`src/rtl/rtcShadowPkg.sv`:
```
package rtcShadowPkg;

  localparam int unsigned OFF_BUSY     = 32'h004;
  localparam int unsigned OFF_SEC      = 32'h008;
  localparam int unsigned OFF_SHADOW   = 32'h00C;
  localparam int unsigned OFF_MSEC     = 32'h010;
  localparam int unsigned OFF_ALARM0   = 32'h014;
  localparam int unsigned OFF_ALARM1   = 32'h018;
  localparam int unsigned OFF_MSALARM  = 32'h01C;
  localparam int unsigned OFF_MASK     = 32'h028;
  localparam int unsigned OFF_STATUS   = 32'h02C;

  localparam int EVT_W = 5;   // alarm0, alarm1, msec alarm, sec countdown, msec countdown
  localparam int N_SEC_ALARMS = 2;

  typedef struct packed {
    logic tick;
    logic copy;
    logic busy;
    logic wrSec;
    logic wrAlarm0;
    logic wrAlarm1;
    logic wrMsAlarm;
    logic wrMask;
    logic wrStatus;
    logic latchShadow;
  } rtcStrobes_t;

endpackage

```
`src/rtl/rtcShadowCtrl.sv`:
```
module rtcShadowCtrl
  import rtcShadowPkg::*;
#(
  parameter int ADDR_W     = 8,
  parameter int POST_TICKS = 8
) (
  input  logic              clk,
  input  logic              rstN,
  input  logic              slowClk,
  input  logic [ADDR_W-1:0] addr,
  input  logic              wrEn,
  input  logic              rdEn,
  output rtcStrobes_t       stb
);

  localparam int CNT_W = (POST_TICKS > 1) ? $clog2(POST_TICKS) : 1;
  localparam logic [CNT_W-1:0] LAST_TICK = CNT_W'(POST_TICKS - 1);

  logic [2:0]       syncQ;
  logic             tick;
  logic [CNT_W-1:0] tickCnt;
  logic             busyQ;

  function automatic logic hit(input logic [ADDR_W-1:0] a, input int unsigned off);
    return a == off[ADDR_W-1:0];
  endfunction

  always_ff @(posedge clk) begin
    if (!rstN) syncQ <= '0;
    else       syncQ <= {syncQ[1:0], slowClk};
  end

  assign tick = syncQ[1] & ~syncQ[2];

  always_ff @(posedge clk) begin
    if (!rstN) begin
      tickCnt <= '0;
      busyQ   <= 1'b0;
    end else if (tick) begin
      tickCnt <= (tickCnt == LAST_TICK) ? '0 : tickCnt + 1'b1;
      if (busyQ)                       busyQ <= 1'b0;
      else if (tickCnt == LAST_TICK)   busyQ <= 1'b1;
    end
  end

  logic wrOk;
  assign wrOk = wrEn & ~busyQ;

  always_comb begin
    stb             = '0;
    stb.tick        = tick;
    stb.busy        = busyQ;
    stb.copy        = tick & busyQ;
    stb.wrSec       = wrOk & hit(addr, OFF_SEC);
    stb.wrAlarm0    = wrOk & hit(addr, OFF_ALARM0);
    stb.wrAlarm1    = wrOk & hit(addr, OFF_ALARM1);
    stb.wrMsAlarm   = wrOk & hit(addr, OFF_MSALARM);
    stb.wrMask      = wrOk & hit(addr, OFF_MASK);
    stb.wrStatus    = wrEn & hit(addr, OFF_STATUS);
    stb.latchShadow = rdEn & hit(addr, OFF_MSEC);
  end


  busy_drop_chk: assert property (@(posedge clk) disable iff (!rstN)
    (busyQ && tick) |=> !busyQ);


  busy_hold_chk: assert property (@(posedge clk) disable iff (!rstN)
    (busyQ && !tick) |=> busyQ);

endmodule

```
`src/rtl/rtcShadowData.sv`:
```
module rtcShadowData
  import rtcShadowPkg::*;
#(
  parameter int ADDR_W     = 8,
  parameter int SLOW_HZ    = 32768,
  parameter int MS_PER_SEC = 1000
) (
  input  logic              clk,
  input  logic              rstN,
  input  rtcStrobes_t       stb,
  input  logic [ADDR_W-1:0] addr,
  input  logic [31:0]       wrData,
  output logic [31:0]       rdData,
  output logic              irq
);

  localparam int MS_W   = $clog2(MS_PER_SEC);
  localparam int FRAC_W = $clog2(SLOW_HZ + MS_PER_SEC) + 1;
  localparam logic [FRAC_W-1:0] FRAC_STEP = FRAC_W'(MS_PER_SEC);
  localparam logic [FRAC_W-1:0] FRAC_LIM  = FRAC_W'(SLOW_HZ);
  localparam logic [MS_W-1:0]   MS_LAST   = MS_W'(MS_PER_SEC - 1);

  logic [FRAC_W-1:0] fracAcc, fracSum;
  logic [MS_W-1:0]   msLive, msVis;
  logic [31:0]       secLive, secVis, secShadow, secNext;
  logic [31:0]       alarmSec [N_SEC_ALARMS];
  logic [31:0]       msAlarm;
  logic [EVT_W-1:0]  mask, status, evtSet, evtClr;
  logic              msStep, msWrap, secUpd;

  assign fracSum = fracAcc + FRAC_STEP;
  assign msStep  = stb.tick && (fracSum >= FRAC_LIM);
  assign msWrap  = msStep && (msLive == MS_LAST);
  assign secUpd  = stb.wrSec | msWrap;
  assign secNext = stb.wrSec ? wrData : secLive + 32'd1;

  always_ff @(posedge clk) begin
    if (!rstN) begin
      fracAcc <= '0;
      msLive  <= '0;
      secLive <= '0;
    end else if (stb.wrSec) begin
      fracAcc <= '0;
      msLive  <= '0;
      secLive <= wrData;
    end else if (stb.tick) begin
      fracAcc <= msStep ? fracSum - FRAC_LIM : fracSum;
      if (msStep) msLive <= msWrap ? '0 : msLive + 1'b1;
      if (msWrap) secLive <= secNext;
    end
  end

  always_ff @(posedge clk) begin
    if (!rstN) begin
      secVis <= '0;
      msVis  <= '0;
    end else if (stb.wrSec) begin
      secVis <= wrData;
      msVis  <= '0;
    end else if (stb.copy) begin
      secVis <= secLive;
      msVis  <= msLive;
    end
  end

  always_ff @(posedge clk) begin
    if (!rstN)                secShadow <= '0;
    else if (stb.latchShadow) secShadow <= secVis;
  end

  always_ff @(posedge clk) begin
    if (!rstN) begin
      for (int i = 0; i < N_SEC_ALARMS; i++) alarmSec[i] <= '0;
      msAlarm <= '0;
      mask    <= '0;
    end else begin
      if (stb.wrAlarm0)  alarmSec[0] <= wrData;
      if (stb.wrAlarm1)  alarmSec[1] <= wrData;
      if (stb.wrMsAlarm) msAlarm     <= wrData;
      if (stb.wrMask)    mask        <= wrData[EVT_W-1:0];
    end
  end

  always_comb begin
    evtSet = '0;
    for (int i = 0; i < N_SEC_ALARMS; i++)
      evtSet[i] = secUpd && (alarmSec[i] != '0) && (secNext == alarmSec[i]);
    evtClr = stb.wrStatus ? wrData[EVT_W-1:0] : '0;
  end

  always_ff @(posedge clk) begin
    if (!rstN) status <= '0;
    else       status <= (status & ~evtClr) | evtSet;
  end

  assign irq = |(status & mask);

  always_comb begin
    case (addr)
      ADDR_W'(OFF_BUSY):    rdData = {31'd0, stb.busy};
      ADDR_W'(OFF_SEC):     rdData = secVis;
      ADDR_W'(OFF_SHADOW):  rdData = secShadow;
      ADDR_W'(OFF_MSEC):    rdData = 32'(msVis);
      ADDR_W'(OFF_ALARM0):  rdData = alarmSec[0];
      ADDR_W'(OFF_ALARM1):  rdData = alarmSec[1];
      ADDR_W'(OFF_MSALARM): rdData = msAlarm;
      ADDR_W'(OFF_MASK):    rdData = 32'(mask);
      ADDR_W'(OFF_STATUS):  rdData = 32'(status);
      default:              rdData = '0;
    endcase
  end


  ms_range_chk: assert property (@(posedge clk) disable iff (!rstN)
    msLive < MS_W'(MS_PER_SEC));


  shadow_load_chk: assert property (@(posedge clk) disable iff (!rstN)
    stb.latchShadow |=> secShadow == $past(secVis));


  alarm_zero_chk: assert property (@(posedge clk) disable iff (!rstN)
    $rose(status[0]) |-> (alarmSec[0] != '0 && secLive == alarmSec[0]));


  busy_drop_write_chk: assert property (@(posedge clk) disable iff (!rstN)
    stb.busy |=> ($stable(mask) && $stable(alarmSec[0]) && $stable(msAlarm)));


  irq_src_chk: assert property (@(posedge clk) disable iff (!rstN)
    irq |-> (status != '0 && mask != '0));

endmodule

```
`src/rtl/rtcShadowClock.sv`:
```
module rtcShadowClock
  import rtcShadowPkg::*;
#(
  parameter int ADDR_W     = 8,
  parameter int SLOW_HZ    = 32768,
  parameter int MS_PER_SEC = 1000,
  parameter int POST_TICKS = 8
) (
  input  logic              clk,
  input  logic              rstN,
  input  logic              slowClk,
  input  logic [ADDR_W-1:0] addr,
  input  logic              wrEn,
  input  logic              rdEn,
  input  logic [31:0]       wrData,
  output logic [31:0]       rdData,
  output logic              irq
);

  rtcStrobes_t stb;

  rtcShadowCtrl #(.ADDR_W(ADDR_W), .POST_TICKS(POST_TICKS)) i_ctrl (
    .clk(clk), .rstN(rstN), .slowClk(slowClk),
    .addr(addr), .wrEn(wrEn), .rdEn(rdEn), .stb(stb)
  );

  rtcShadowData #(.ADDR_W(ADDR_W), .SLOW_HZ(SLOW_HZ), .MS_PER_SEC(MS_PER_SEC)) i_data (
    .clk(clk), .rstN(rstN), .stb(stb), .addr(addr),
    .wrData(wrData), .rdData(rdData), .irq(irq)
  );

endmodule

```
`config.mk`:
```
export PLATFORM = sky130hd
export DESIGN_NAME = rtcShadowClock
export DESIGN_NICKNAME = d
export VERILOG_FILES = /design/src/rtl/rtcShadowPkg.sv /design/src/rtl/rtcShadowCtrl.sv /design/src/rtl/rtcShadowData.sv /design/src/rtl/rtcShadowClock.sv
export SDC_FILE = /design/constraint.sdc
export NUM_CORES = 1
export LEC_CHECK = 0
export BUFFER_PORTS_ARGS = -buffer_cell sky130_fd_sc_hd__buf_2
export CELL_PAD_IN_SITES_DETAIL_PLACEMENT = 0
export CELL_PAD_IN_SITES_GLOBAL_PLACEMENT = 1
export CORE_MARGIN = 2
export CORE_UTILIZATION = 42
export CTS_CLUSTER_SIZE = 12
export DETAILED_ROUTE_END_ITERATION = 8
export GPL_TIMING_DRIVEN = 0
export PLACE_DENSITY = 0.73
export SKIP_LAST_GASP = 1
export SLEW_MARGIN = 20
export SYNTH_ARGS = -nofsm -noshare
export SYNTH_HDL_FRONTEND = slang
export SYNTH_SLANG_ARGS = --single-unit
```
`constraint.sdc`:
```
create_clock -name clk -period 3.4 [get_ports clk]
set_input_delay 0.17 -clock clk [delete_from_list [all_inputs] [get_ports clk]]
set_output_delay 0.17 -clock clk [all_outputs]
set_load 0.01 [all_outputs]
```
# Word-level counts from Yosys, hierarchy flattened
# Memory sizes are Yosys's and may differ from the RTL's.
# Index checks and enable logic that the tools add are counted.
[word_totals]
ramBits = 64
in_bits = 45
out_inout_bits = 33
n_memories = 1
word_cells = 89
reg_bits = 182
[memory_table]
columns = ["name", "depth", "width", "read_ports", "rd_clocked_by_memory_dff", "write_ports", "line", "rtl"]
rows = [
  ["i_data.alarmSec", 2, 32, 2, 0, 2, "rtcShadowData.sv:26", "logic [31:0] alarmSec [N_SEC_ALARMS];"],
]
[op_classes]
eq_ne = 13
order_cmp = 1
addsub = 5
n_reduce_logical = 15
bitwise_logic = 20
n_mux = 22
[ops]
columns = ["op", "n"]
rows = [
  ["one-hot mux 32 bit (9 select lines)", 1],
  ["2-to-1 mux 32 bit", 8],
  ["equality test 32 bit", 2],
  ["nonzero test 32 bit", 2],
  ["adder 32 x 1 -> 32 bit (second input constant)", 1],
  ["equality test 8 x 5 -> 1 bit (second input constant)", 4],
  ["adder 17 x 10 -> 17 bit (second input constant)", 1],
  ["greater-or-equal comparator 17 x 16 -> 1 bit (second input constant)", 1],
  ["2-to-1 mux 17 bit", 1],
  ["subtractor 17 x 16 -> 17 bit (second input constant)", 1],
  ["equality test 8 x 4 -> 1 bit (second input constant)", 2],
  ["equality test 8 x 6 -> 1 bit (second input constant)", 2],
  ["adder 10 x 1 -> 10 bit (second input constant)", 1],
  ["AND 1 bit", 10],
  ["AND 5 bit", 2],
  ["equality test 10 bit (second input constant)", 1],
  ["2-to-1 mux 10 bit", 1],
  ["2-to-1 mux 1 bit", 9],
  ["equality test 8 x 3 -> 1 bit (second input constant)", 1],
  ["logical AND 1 bit", 6],
  ["nonzero test 2 bit", 3],
  ["2-to-1 mux 5 bit", 1],
  ["NOT 5 bit", 1],
  ["OR 5 x 2 -> 5 bit", 1],
  ["8 further kinds", 13],
]

# Longest topological paths before layout
# Gate-level depths: netlist of run 1.
[logic_depth]
word_depth = 8
depth_mapped = 17
depth_no_buf = 15

# Modules after synthesis
# Synthesis of run 1 repeated with hierarchy kept, for this count alone.
[unflattened]
cells_unflattened = 1538
area_unflattened_um2 = 13545.5
[by_module_without_submodules]
columns = ["mod", "area_per_inst_um2", "cells_per_inst", "instances"]
rows = [
  ["rtcShadowData", 13158.9, 1496, 1],
  ["rtcShadowCtrl", 386.6, 42, 1],
]

# Least setup slack after synthesis of run 1
# OpenSTA, ideal clock, no wires.
[synth_timing]
path_type = "register to register"
start = "reg i_data.fracAcc[7]"
end = "reg i_data.msLive[9]"
synth_period_minus_slack_ns = 3.353
path_stages_with_launch = 16
path_slack_ns = 0.047
arrival_ns = 3.229
required_ns = 3.276
path_buffers = 1
setup_ns = 0.124
path_cell_list = "dfxtp_1 nor3_1 and3_1 clkbuf_1 nand3b_1 xor2_1 ha_1 nand2_1 a211oi_1 o2111ai_1 o31ai_1 and2_1 and3_1 nand4_1 xor2_1 nor2_1"
[synth_via]
elab_chain_len = 5
elab_cells_between_ends = 6
classes_between = "add/sub (1); order compare (1); mux (1); reduce/logical (3)"
[synth_lines]
columns = ["item", "line", "rtl"]
rows = [
  ["from (decl)", "rtcShadowData.sv:23", "logic [FRAC_W-1:0] fracAcc, fracSum;"],
  ["from (signal assigned)", "rtcShadowData.sv:47", "fracAcc <= msStep ? fracSum - FRAC_LIM : fracSum;"],
  ["adder 17 x 10 -> 17 bit *", "rtcShadowData.sv:31", "assign fracSum = fracAcc + FRAC_STEP;"],
  ["greater-or-equal comparator 17 x 16 -> 1 bit *", "rtcShadowData.sv:32", "assign msStep = stb.tick && (fracSum >= FRAC_LIM);"],
  ["logical AND 1 bit *", "rtcShadowData.sv:32", ""],
  ["logical AND 1 bit", "rtcShadowData.sv:33", "assign msWrap = msStep && (msLive == MS_LAST);"],
  ["2-to-1 mux 10 bit", "rtcShadowData.sv:48", "if (msStep) msLive <= msWrap ? '0 : msLive + 1'b1;"],
  ["to (signal assigned)", "rtcShadowData.sv:48", ""],
  ["to (decl)", "rtcShadowData.sv:24", "logic [MS_W-1:0] msLive, msVis;"],
]
# Mark *: on every way between the ends. The rest lies on a longest branch, timed or not.
# A chain may end at the register's enable or synchronous reset.

# Worst setup path after layout of run 1
[layout_timing]
start = "reg i_data.secLive[12]"
end = "reg i_data.status[0]"
[layout_via]
elab_chain_len = 5
[layout_lines]
columns = ["item", "line", "rtl"]
rows = [
  ["from (decl)", "rtcShadowData.sv:25", "logic [31:0] secLive, secVis, secShadow, secNext;"],
  ["from (signal assigned)", "rtcShadowData.sv:45", "secLive <= wrData;"],
  ["from (signal assigned)", "rtcShadowData.sv:49", "if (msWrap) secLive <= secNext;"],
  ["adder 32 x 1 -> 32 bit", "rtcShadowData.sv:35", "assign secNext = stb.wrSec ? wrData : secLive + 32'd1;"],
  ["2-to-1 mux 32 bit", "rtcShadowData.sv:35", ""],
  ["equality test 32 bit", "rtcShadowData.sv:87", "evtSet[i] = secUpd && (alarmSec[i] != '0) && (secNext == alarmSec[i]);"],
  ["logical AND 1 bit", "rtcShadowData.sv:87", ""],
  ["OR 5 x 2 -> 5 bit", "rtcShadowData.sv:93", "else status <= (status & ~evtClr) | evtSet;"],
  ["to (signal assigned)", "rtcShadowData.sv:93", ""],
  ["to (decl)", "rtcShadowData.sv:28", "logic [EVT_W-1:0] mask, status, evtSet, evtClr;"],
]
# No other way between the ends.

==> results of run 1 <==
==> stage by stage <==
step / setup WS, ps / utilization / cells / power, mW / setup TNS (ps)
after floorplan: 47.3 / - / 1558 / 3.28 / 0
after global placement: -1510 / 0.453 / 2028 / 3.49 / -151060
after detailed placement: -1340 / 0.455 / 2030 / 3.49 / -117110
after CTS: 1.15 / 0.505 / 2117 / 6.53 / 0
after global routing: -182 / 0.511 / 2121 / 6.68 / -219
final: -95.1 / 0.511 / 2121 / 6.53 / -95.1
==> kinds of logic after synthesis <==
kind of cell	Yosys count	synth area share
AOI/OAI and AO/OA	379	0.196
xor gates and xnor gates	117	0.0798
adders and majority gates	8	0.00774
buffers and inverters	146	0.0452
DFF	243	0.426
muxes	17	0.0132
and+or+nand+nor	648	0.232
==> power by group <==
| part | leakage, nW | switching (mW) | internal [mW] | total (mW) |
|---|---|---|---|---|
| Sequential | 2.11 | 0.0826 | 3.00 | 3.08 |
| Combinational | 2.99 | 0.273 | 0.144 | 0.417 |
| Clock | 0.442 | 1.30 | 1.73 | 3.03 |
| Total | 5.54 | 1.65 | 4.88 | 6.53 |
==> cell usage in the layout, fill, tap and decap left out, types with 18 or more instances in the layout <==
cell	netlist	layout
sky130_fd_sc_hd__clkbuf_1	90	76
sky130_fd_sc_hd__dfxtp_1	179	170
sky130_fd_sc_hd__nand4_1	26	26
sky130_fd_sc_hd__and2_1	43	42
sky130_fd_sc_hd__dlygate4sd3_1	0	31
sky130_fd_sc_hd__a21oi_1	134	134
sky130_fd_sc_hd__buf_2	16	89
sky130_fd_sc_hd__edfxtp_1	64	64
sky130_fd_sc_hd__a222oi_1	28	28
sky130_fd_sc_hd__xor2_1	58	55
sky130_fd_sc_hd__nor3_1	25	19
sky130_fd_sc_hd__buf_4	0	18
sky130_fd_sc_hd__o21ai_0	38	36
sky130_fd_sc_hd__clkbuf_16	0	28
sky130_fd_sc_hd__nand3_1	34	32
sky130_fd_sc_hd__inv_1	30	30
sky130_fd_sc_hd__a31oi_1	26	26
sky130_fd_sc_hd__a22oi_1	38	38
sky130_fd_sc_hd__nor2_1	94	88
sky130_fd_sc_hd__xnor2_1	58	53
sky130_fd_sc_hd__nor4_1	36	29
sky130_fd_sc_hd__nand2_1	321	318
==> critical path, delay by kind of cell, from the launching register on <==
| kind | cells | cell delay (ps) |
|---|---|---|
| simple gates | 5 | 1910 |
| compound gates | 4 | 790 |
| flops | 1 | 490 |
| buf+inv | 1 | 210 |
==> area by class of cell <==
class / instances / area (um^2) / area share
Multi-Input combinational cell: 1169 / 7170 / 0.461
Sequential cell: 243 / 5520 / 0.355
Timing Repair Buffer: 123 / 841 / 0.0541
Clock buffer: 31 / 712 / 0.0458
Tap cell: 396 / 495 / 0.0319
Buffer: 108 / 489 / 0.0315
Clock inverter: 20 / 193 / 0.0124
Inverter: 31 / 116 / 0.00749
==> flip-flops by register name (all words and copies together) (netlist names) <==
register / flops
i_ctrl.busyQ: 1
i_ctrl.syncQ: 3
i_ctrl.tickCnt: 3
i_data.alarmSec: 64
i_data.fracAcc: 14
i_data.mask: 5
i_data.msAlarm: 32
i_data.msLive: 10
i_data.msVis: 10
i_data.secLive: 32
i_data.secShadow: 32
i_data.secVis: 32
i_data.status: 5
==> repair_timing <==
item	4_1_cts	5_1_grt
setup endpoints to repair	103	91
endpoints found under the hold margin	56	0
resized for setup	68	40
pin swaps	12	10
hold buffers	31	0
buffers inserted	12	4
==> final timing paths <==
kind / from / to / slack, ps / cells after the start
setup / recovery: i_data.secLive[12] / i_data.status[0] / -100 / 10
hold / removal: wrEn / i_data.status[4] / 130 / 3
setup reg to reg: i_data.secLive[12] / i_data.status[0] / -100 / 10
hold reg to reg: i_ctrl.syncQ[0] / i_ctrl.syncQ[1] / 440 / 1
==> per-layer routing <==
layer | vias up | track usage
li1 | 5911 | -
met1 | 6391 | 0.502
met2 | 764 | 0.528
met3 | 131 | 0.116
met4 | 2 | 0.133
met5 | - | 0
==> run summary, run 1 <==
Number of synthesized register bits -> 243
Number of global-route vias before repair -> 12400
Number of max-cap violations -> 0
P&R area growth vs syn -> 20.1%
Diode count -> 0
Clock root cell -> sky130_fd_sc_hd__clkbuf_16
Clk Latency, worst-skew pair -> 570 ps
Non-Filler Cell Area, Final -> 15500 um^2
Async set-or-reset flop fraction in the synthesized netlist -> 0
Fmax -> 286 MHz
Sum of overflow across all layers after global routing -> 0
Cell count after synthesis -> 1558
Total die area -> 32200 um^2
Total iterations of the first detailed-routing run -> 7
GRT Overall Usage -> 0.362
TritonCTS clock tree -> done
Met3 WL -> 7.29 mm
Critical path data arrival time -> 3980 ps
Largest area contributor in the synthesized netlist -> sky130_fd_sc_hd__dfxtp_1
Share of final-layout standard cells stronger than drive strength 1 -> 0.137
Sink Count -> 243
Buffers on Ports -> 74
Cell breakdown of the critical path -> nand4_1, or2_4, buf_2, o31a_1, nor3_4, a21o_1, o21ai_1, or4_1, or4_4, o31ai_2
Antenna violations before repair -> 2
Die Width -> 179 um
Synth warnings -> 0
CP required -> 3880 ps
Count of final hold-check violations -> 0
Worst hold-check slack -> 127 ps
Uppermost layer routed -> met5
Number of enable flip-flop cells after synthesis -> 64
Detailed Route Iter0 Violations -> 1599
Top cell types by occurrence after synthesis -> 321 x sky130_fd_sc_hd__nand2_1, 179 x sky130_fd_sc_hd__dfxtp_1, 134 x sky130_fd_sc_hd__a21oi_1
Minimum clock period -> 3500 ps
Top post-synthesis cells by area -> sky130_fd_sc_hd__dfxtp_1 28%, sky130_fd_sc_hd__edfxtp_1 15%, sky130_fd_sc_hd__nand2_1 9.3%, sky130_fd_sc_hd__a21oi_1 5.2%, sky130_fd_sc_hd__xnor2_1 3.9%
Post-route fraction of the period consumed by the critical path -> 1.03
Critical Setup Path Class -> register to register
Residual DRC count -> 0
Largest stage delay on the critical path -> 580 ps
Worst vdd rail ir drop -> 0.000367 V
Setup repair after global routing missed its margin -> true
Final #Nets -> 1757
Routability Congestion -> 1.03
Violated checks -> negative setup slack
Max Slew Vio Count -> 0
Final setup viols -> 1
Slowest stage cell on the critical path -> sky130_fd_sc_hd__or4_1
Cts bufs inserted -> 28
Total power divided by cell area -> 420 nW/um^2
Status -> finished, violations left
Maximum fanout encountered on the critical timing path -> 10
Maximum number of pins on one net before global-route repair -> 23
Net count after synthesis -> 1611
Worst-case headroom to the max-slew limit -> 0.267
Wirelength, routed -> 60.3 mm
Skew final -> 16.8 ps
Depth of the CTS H-tree -> 1
Slew at the pin closest to its max-slew limit -> 1090 ps
Yosys top cell area share -> 0.277
Startpoint types -> register
Slack of the critical path -> -95.1 ps
Ports placed on the boundary -> 78
Routed vias/inst -> 6.22
CP endpoint kind -> register
Global-route wire length before repair -> 86.2 mm
Count of filler cells inserted in the layout -> 2979
Max clock buf depth -> 3
WL met1 -> 25.2 mm
Wire length per cell -> 28.4 um
Avg Cell Area, Syn -> 8.30 um^2
Count of antenna-violating nets left after detailed routing -> 0
Area of the mapped netlist -> 12900 um^2
Most repeated cell in the gate-level netlist after synthesis -> sky130_fd_sc_hd__nand2_1
Floorplan row count -> 64
Hold Crit Class -> input pin to register
Clock-pin slew on the worst setup and hold paths -> 60 ps
Flip-flop cell with the highest count after synthesis -> sky130_fd_sc_hd__dfxtp_1
Sum of met2 wire segment lengths after detailed routing -> 25.2 mm
Effective utilization at floorplan -> 0.425
Post-detailed-placement half-perimeter wirelength -> 45.9 mm
Via count -> 13200
Core region area -> 30400 um^2
Post-place instance area -> 13800 um^2
Standby leakage power -> 5.54 nW
Vertical extent of the die -> 179 um
Sequential cell area fraction in the yosys report -> 0.426
Number of distinct library cell variants in the gate-level netlist after synthesis -> 77
Note: power is estimated with default switching activity, not from simulation.
==> run 2: changes to the inputs <==
--- a/config.mk
+++ b/config.mk
@@ -6,14 +6,11 @@
 export NUM_CORES = 1
 export LEC_CHECK = 0
 export BUFFER_PORTS_ARGS = -buffer_cell sky130_fd_sc_hd__buf_2
-export CELL_PAD_IN_SITES_DETAIL_PLACEMENT = 0
-export CELL_PAD_IN_SITES_GLOBAL_PLACEMENT = 1
 export CORE_MARGIN = 2
-export CORE_UTILIZATION = 42
+export CORE_UTILIZATION = 45
 export CTS_CLUSTER_SIZE = 12
 export DETAILED_ROUTE_END_ITERATION = 8
-export GPL_TIMING_DRIVEN = 0
-export PLACE_DENSITY = 0.73
+export PLACE_DENSITY = 0.61
 export SKIP_LAST_GASP = 1
 export SLEW_MARGIN = 20
 export SYNTH_ARGS = -nofsm -noshare
==> run 2 against run 1 <==
The run now ends clean; sequential power about the same; setup slack improved by 220 ps; final cell count decreased by 0.66%; count of clock-buffer cells in the layout increased by 9; critical path type unchanged.
==> run summary, run 2 (synthesis results as in run 1) <==
Status -> completed (was finished, violations left)
Cell count of the worst hold path -> 4 (was 3)
Gr busiest metal -> met2 (unchanged)
Critical path's top delay family -> simple AND/OR/NAND/NOR gates (unchanged)
Commonest non-fill, non-tap cell in the layout -> sky130_fd_sc_hd__nand2_1 (unchanged)
Minimum clock period -> 3280 ps (was 3500 ps)
Placed insts -> 2021 (was 2030)
Hold Crit Class -> input pin to register (unchanged)
Skew final -> 15.0 ps (was 16.8 ps)
Critical Setup Path Class -> register to register (unchanged)
Routability Congestion -> 1.03 (about the same)
Final Power -> 6.36 mW (was 6.53 mW)
Final #Nets -> 1754 (was 1757)
Ports placed on the boundary -> 78 (unchanged)
Number of max-cap violations -> 0 (unchanged)
Post-place instance area -> 14300 um^2 (was 13800 um^2)
Clk Latency, worst-skew pair -> 560 ps (was 570 ps)
Count of final hold-check violations -> 0 (unchanged)
Worst-case headroom to the max-slew limit -> 0.460 (was 0.267)
Stages on worst setup path -> 9 (was 10)
GRT Overall Usage -> 0.348 (was 0.362)
CP required -> 3870 ps (was 3880 ps)
Maximum number of pins on one net before global-route repair -> 50 (was 23)
Non-Filler Cell Area, Final -> 15600 um^2 (was 15500 um^2)
Vertical extent of the die -> 174 um (was 179 um)
Final setup viols -> 0 (was 1)
Max Slew Vio Count -> 0 (unchanged)
Global-route wire length before repair -> 79.1 mm (was 86.2 mm)
Die Width -> 174 um (was 179 um)
Cts bufs inserted -> 27 (was 28)
Standby leakage power -> 5.68 nW (was 5.54 nW)
Routed vias/inst -> 6.15 (was 6.22)
Largest stage delay on the critical path -> 590 ps (was 580 ps)
TritonCTS clock tree -> done (unchanged)
Setup TNS -> 0 ps (was -95.1 ps)
Max reg flops -> 64 (unchanged)
Fraction of met1 tracks used by global routing -> 0.504 (was 0.502)
Wirelength, routed -> 53.2 mm (was 60.3 mm)
Depth of the CTS H-tree -> 1 (unchanged)
Startpoint types -> register (unchanged)
Clock root cell -> sky130_fd_sc_hd__clkbuf_16 (unchanged)
Clock-pin slew on the worst setup and hold paths -> 70 ps (was 60 ps)
Buffers on Ports -> 77 (was 74)
Detailed Route Iter0 Violations -> 1538 (was 1599)
Effective utilization at floorplan -> 0.454 (was 0.425)
Total iterations of the first detailed-routing run -> 6 (was 7)
Commonest cells after routing, fill and taps aside -> 321 x sky130_fd_sc_hd__nand2_1, 178 x sky130_fd_sc_hd__dfxtp_1, 134 x sky130_fd_sc_hd__a21oi_1 (was 318 x sky130_fd_sc_hd__nand2_1, 170 x sky130_fd_sc_hd__dfxtp_1, 134 x sky130_fd_sc_hd__a21oi_1)
Floorplan row count -> 62 (was 64)
Core region area -> 28500 um^2 (was 30400 um^2)
Total power divided by cell area -> 409 nW/um^2 (was 420 nW/um^2)
P&R area growth vs syn -> 20.3% (was 20.1%)
Met3 layer usage reported by global route -> 0.0478 (was 0.116)
Worst vdd rail ir drop -> 0.000372 V (was 0.000367 V)
Cell breakdown of the critical path -> nand4_1, buf_4, nor4_1, xnor2_1, a22o_1, a21oi_1, o311ai_0, or4_1, o31ai_2 (was nand4_1, or2_4, buf_2, o31a_1, nor3_4, a21o_1, o21ai_1, or4_1, or4_4, o31ai_2)
Wire length per cell -> 25.2 um (was 28.4 um)
Antenna violations before repair -> 0 (was 2)
Maximum fanout encountered on the critical timing path -> 5 (was 10)
Global routing usage on met2 -> 0.547 (was 0.528)
Slew at the pin closest to its max-slew limit -> 802 ps (was 1090 ps)
Fmax -> 305 MHz (was 286 MHz)
Sum of overflow across all layers after global routing -> 0 (unchanged)
CP endpoint kind -> register (unchanged)
Sink Count -> 243 (unchanged)
Residual DRC count -> 0 (unchanged)
Critical path data arrival time -> 3750 ps (was 3980 ps)
Via count -> 13000 (was 13200)
Share of final-layout standard cells stronger than drive strength 1 -> 0.155 (was 0.137)
Register containing the most flip-flops in the final layout -> i_data.alarmSec (unchanged)
Max clock buf depth -> 3 (unchanged)
Post-detailed-placement half-perimeter wirelength -> 39.3 mm (was 45.9 mm)
Total die area -> 30100 um^2 (was 32200 um^2)
Buffers and inverters on the worst path -> 1 (unchanged)
R2R cell count -> 9 (was 10)
Slowest stage cell on the critical path -> sky130_fd_sc_hd__nor4_1 (was sky130_fd_sc_hd__or4_1)
Count of antenna-violating nets left after detailed routing -> 0 (unchanged)
Number of global-route vias before repair -> 12100 (was 12400)
Post-route fraction of the period consumed by the critical path -> 0.964 (was 1.03)
Count of placed standard cells in the final layout, fillers left out -> 2107 (was 2121)
[run 2: routing by layer]
metal  vias up  routed length, um
met5         -                  0
met4         0               1420
met3        81               4500
met2       642              23800
met1      6318              23400
li1       5912                  -
[run 2: final timing paths]
path	start	end	slack (ps)
setup / recovery	i_data.secLive[9]	i_data.status[0]	120
hold / removal	wrData[6]	i_data.secLive[6]	150
setup reg to reg	i_data.secLive[9]	i_data.status[0]	120
hold reg to reg	i_data.msAlarm[13]	i_data.msAlarm[13]	450
[run 2: metrics by stage]
step | worst slack (ps) | util | hold slack (ps)
2_1_floorplan | 47.3 | - | 257
3_3_place_gp | 91.0 | 0.503 | 384
3_5_place_dp | -15.3 | 0.503 | 387
4_1_cts | 7.87 | 0.545 | 119
5_1_grt | -1.46 | 0.547 | 142
6_report | 122 | 0.547 | 146
[run 2: worst min-delay path, delay by kind of cell]
kind	cells	cell delay [ps]
buf+inv	2	360
compound gates	1	50
simple gates	1	70
[run 2: area by class of cell]
cell class / instances / area (um^2)
well taps: 384 / 480
clock buffers: 40 / 774
multi-input cells: 1169 / 6920
flip-flops and latches: 243 / 5510
fillers: 2751 / 12900
diodes: 1 / 2.50
clock inverters: 10 / 80.1
inverters: 31 / 116
repair buffers: 229 / 1690
[run 2: power breakdown]
part           switching (mW)  internal [mW]  total, mW
Sequential             0.0634           3.00       3.07
Combinational           0.266          0.153      0.418
Clock                    1.23           1.64       2.88
Total                    1.56           4.80       6.36
[run 2: repair_timing]
action                                 CTS  global route
endpoints found under the hold margin   57             0
hold buffers                            34             0
gates resized for setup                  2             9
pin swaps                                0             3
setup buffers                            0             1
setup endpoints to repair                4            26
==> run 3: changes to the inputs <==
--- a/config.mk
+++ b/config.mk
@@ -11,6 +11,7 @@
 export CTS_CLUSTER_SIZE = 12
 export DETAILED_ROUTE_END_ITERATION = 8
 export PLACE_DENSITY = 0.61
+export RECOVER_POWER = 100
 export SKIP_LAST_GASP = 1
 export SLEW_MARGIN = 20
 export SYNTH_ARGS = -nofsm -noshare
==> run 3 against run 2 <==
Hold slack worse by 1.2 ps; total power is 0.13% lower; wire length is 0.18% lower; non-clock buffer count unchanged; clock skew barely moved; count of clock-buffer cells in the layout unchanged; final cell count about the same; critical path depth rose by 1; critical endpoint unchanged.
==> run summary, run 3 (synthesis results as in run 1) <==
TritonCTS clock tree -> done (unchanged)
Sum of overflow across all layers after global routing -> 0 (unchanged)
Cts bufs inserted -> 27 (unchanged)
Clock-pin slew on the worst setup and hold paths -> 70 ps (about the same)
Floorplan row count -> 62 (unchanged)
Critical Setup Path Class -> register to register (unchanged)
Fmax -> 305 MHz (about the same)
Routability Congestion -> 1.03 (unchanged)
Minimum clock period -> 3280 ps (about the same)
Clk Latency, worst-skew pair -> 560 ps (about the same)
Worst vdd rail ir drop -> 0.000375 V (was 0.000372 V)
Startpoint of the worst register-to-register path -> i_data.secLive[9] (unchanged)
Sink Count -> 243 (unchanged)
Final #Nets -> 1754 (unchanged)
Total die area -> 30100 um^2 (unchanged)
Final setup viols -> 0 (unchanged)
Depth of the CTS H-tree -> 1 (unchanged)
Clock root cell -> sky130_fd_sc_hd__clkbuf_16 (unchanged)
Max clock buf depth -> 3 (unchanged)
Launch instance of the worst min-delay path -> wrData[6] (unchanged)
Buffers on Ports -> 77 (unchanged)
Number of global-route vias before repair -> 12100 (unchanged)
Via count -> 12900 (was 13000)
Standby leakage power -> 5.47 nW (was 5.68 nW)
Max Slew Vio Count -> 0 (unchanged)
Post-detailed-placement half-perimeter wirelength -> 39.3 mm (unchanged)
Worst reg2reg path endpoint -> i_data.status[0] (unchanged)
Maximum number of pins on one net before global-route repair -> 50 (unchanged)
Total power divided by cell area -> 411 nW/um^2 (was 409 nW/um^2)
Wirelength, routed -> 53.1 mm (was 53.2 mm)
Routed vias/inst -> 6.11 (was 6.15)
Count of final hold-check violations -> 0 (unchanged)
Global-route wire length before repair -> 79.1 mm (unchanged)
End of the worst hold path -> i_data.secLive[6] (unchanged)
Status -> completed (unchanged)
Count of antenna-violating nets left after detailed routing -> 0 (unchanged)
R2R cell count -> 10 (was 9)
Skew final -> 15.3 ps (was 15.0 ps)
Largest stage delay on the critical path -> 590 ps (about the same)
Maximum fanout encountered on the critical timing path -> 5 (unchanged)
Vertical extent of the die -> 174 um (unchanged)
Worst-case headroom to the max-slew limit -> 0.195 (was 0.460)
Max reg flops -> 64 (unchanged)
P&R area growth vs syn -> 19.6% (was 20.3%)
Commonest cells after routing, fill and taps aside -> 321 x sky130_fd_sc_hd__nand2_1, 178 x sky130_fd_sc_hd__dfxtp_1, 134 x sky130_fd_sc_hd__a21oi_1 (unchanged)
Register containing the most flip-flops in the final layout -> i_data.alarmSec (unchanged)
Antenna violations before repair -> 0 (unchanged)
Total iterations of the first detailed-routing run -> 6 (unchanged)
Worst hold-check slack -> 145 ps (was 146 ps)
Effective utilization at floorplan -> 0.454 (unchanged)
Final Power -> 6.35 mW (was 6.36 mW)
Share of final-layout standard cells stronger than drive strength 1 -> 0.131 (was 0.155)
Worst-case register-to-register setup slack -> 120 ps (about the same)
Critical path data arrival time -> 3750 ps (about the same)
Diode count -> 0 (was 1)
Detailed Route Iter0 Violations -> 1592 (was 1538)
CP endpoint kind -> register (unchanged)
Post-route fraction of the period consumed by the critical path -> 0.965 (was 0.964)
Ports placed on the boundary -> 78 (unchanged)
GRT Overall Usage -> 0.348 (unchanged)
Startpoint types -> register (unchanged)
CP required -> 3870 ps (about the same)
Wire length per cell -> 25.2 um (about the same)
Slowest stage cell on the critical path -> sky130_fd_sc_hd__nor4_1 (unchanged)
Core region area -> 28500 um^2 (unchanged)
Slew at the pin closest to its max-slew limit -> 1210 ps (was 802 ps)
Number of max-cap violations -> 0 (unchanged)
Cell breakdown of the critical path -> nand4_1, buf_4, nor4_1, xnor2_1, a211o_1, o31ai_1, nor4_1, nand4_1, or4_1, o31ai_2 (was nand4_1, buf_4, nor4_1, xnor2_1, a22o_1, a21oi_1, o311ai_0, or4_1, o31ai_2)
Die Width -> 174 um (unchanged)
Post-layout utilization of the core -> 0.543 (was 0.547)
Commonest non-fill, non-tap cell in the layout -> sky130_fd_sc_hd__nand2_1 (unchanged)
Hold Crit Class -> input pin to register (unchanged)
Residual DRC count -> 0 (unchanged)
Cell count of the worst hold path -> 4 (unchanged)
## run 3: worst max-delay path by stage
| stage | start | end | slack, ps | cells after the start |
|---|---|---|---|---|
| after detailed placement | i_data.fracAcc[7] | i_data.status[0] | -20 | 14 |
| final | i_data.secLive[9] | i_data.status[0] | 120 | 10 |
| after floorplan | i_data.fracAcc[7] | i_data.msLive[9] | 50 | 15 |
| after global placement | i_data.fracAcc[7] | i_data.status[0] | 90 | 14 |
| after global routing | i_data.fracAcc[9] | i_data.status[0] | -1 | 14 |
| after CTS | i_data.fracAcc[7] | i_data.status[0] | 8 | 14 |
## run 3: report_power, final
part | leakage, nW | switching [mW] | internal, mW
Sequential | 2.10 | 0.0636 | 3.00
Combinational | 2.96 | 0.265 | 0.147
Clock | 0.414 | 1.23 | 1.65
## run 3: layout make-up
cell class / instances / area, um^2
fillers: 2790 / 13000
clock buffers: 40 / 774
well taps: 384 / 480
repair buffers: 229 / 1600
flip-flops and latches: 243 / 5510
multi-input cells: 1169 / 6910
inverters: 31 / 116
clock inverters: 10 / 80.1
## run 3: metal layers
| layer | wire, um | track usage | part of all wire | vias up |
|---|---|---|---|---|
| met5 | 0 | 0 | 0 | - |
| met2 | 23800 | 0.547 | 0.45 | 617 |
| met4 | 1330 | 0.0893 | 0.025 | 0 |
| li1 | - | - | - | 5898 |
| met3 | 4320 | 0.0478 | 0.081 | 77 |
| met1 | 23600 | 0.504 | 0.44 | 6281 |
## run 3: through the flow
stage	setup slack [ps]	TNS, ps	std cells	area, um^2
2_1_floorplan	47.3	0	1558	12900
3_3_place_gp	91.0	0	2021	14300
3_5_place_dp	-15.3	-15.3	2021	14300
4_1_cts	7.87	0	2105	15500
5_1_grt	-1.46	-1.46	2106	15500
6_report	121	0	2106	15500
## run 3: timing repair
action                                  4_1_cts  5_1_grt
buffers inserted                              0        1
endpoints found under the hold margin        57        0
gates resized for setup                       2        9
endpoints found under the setup margin        4       26
hold buffers                                 34        0
pin swaps                                     0        3
## run 3: critical path: cells and delay by family, from the launching register on
kind	cells	cell delay, ps
DFF	1	490
AOI/OAI and AO/OA	3	590
and+or+nand+nor	5	1540
xor gates and xnor gates	1	380
buffers and inverters	1	180
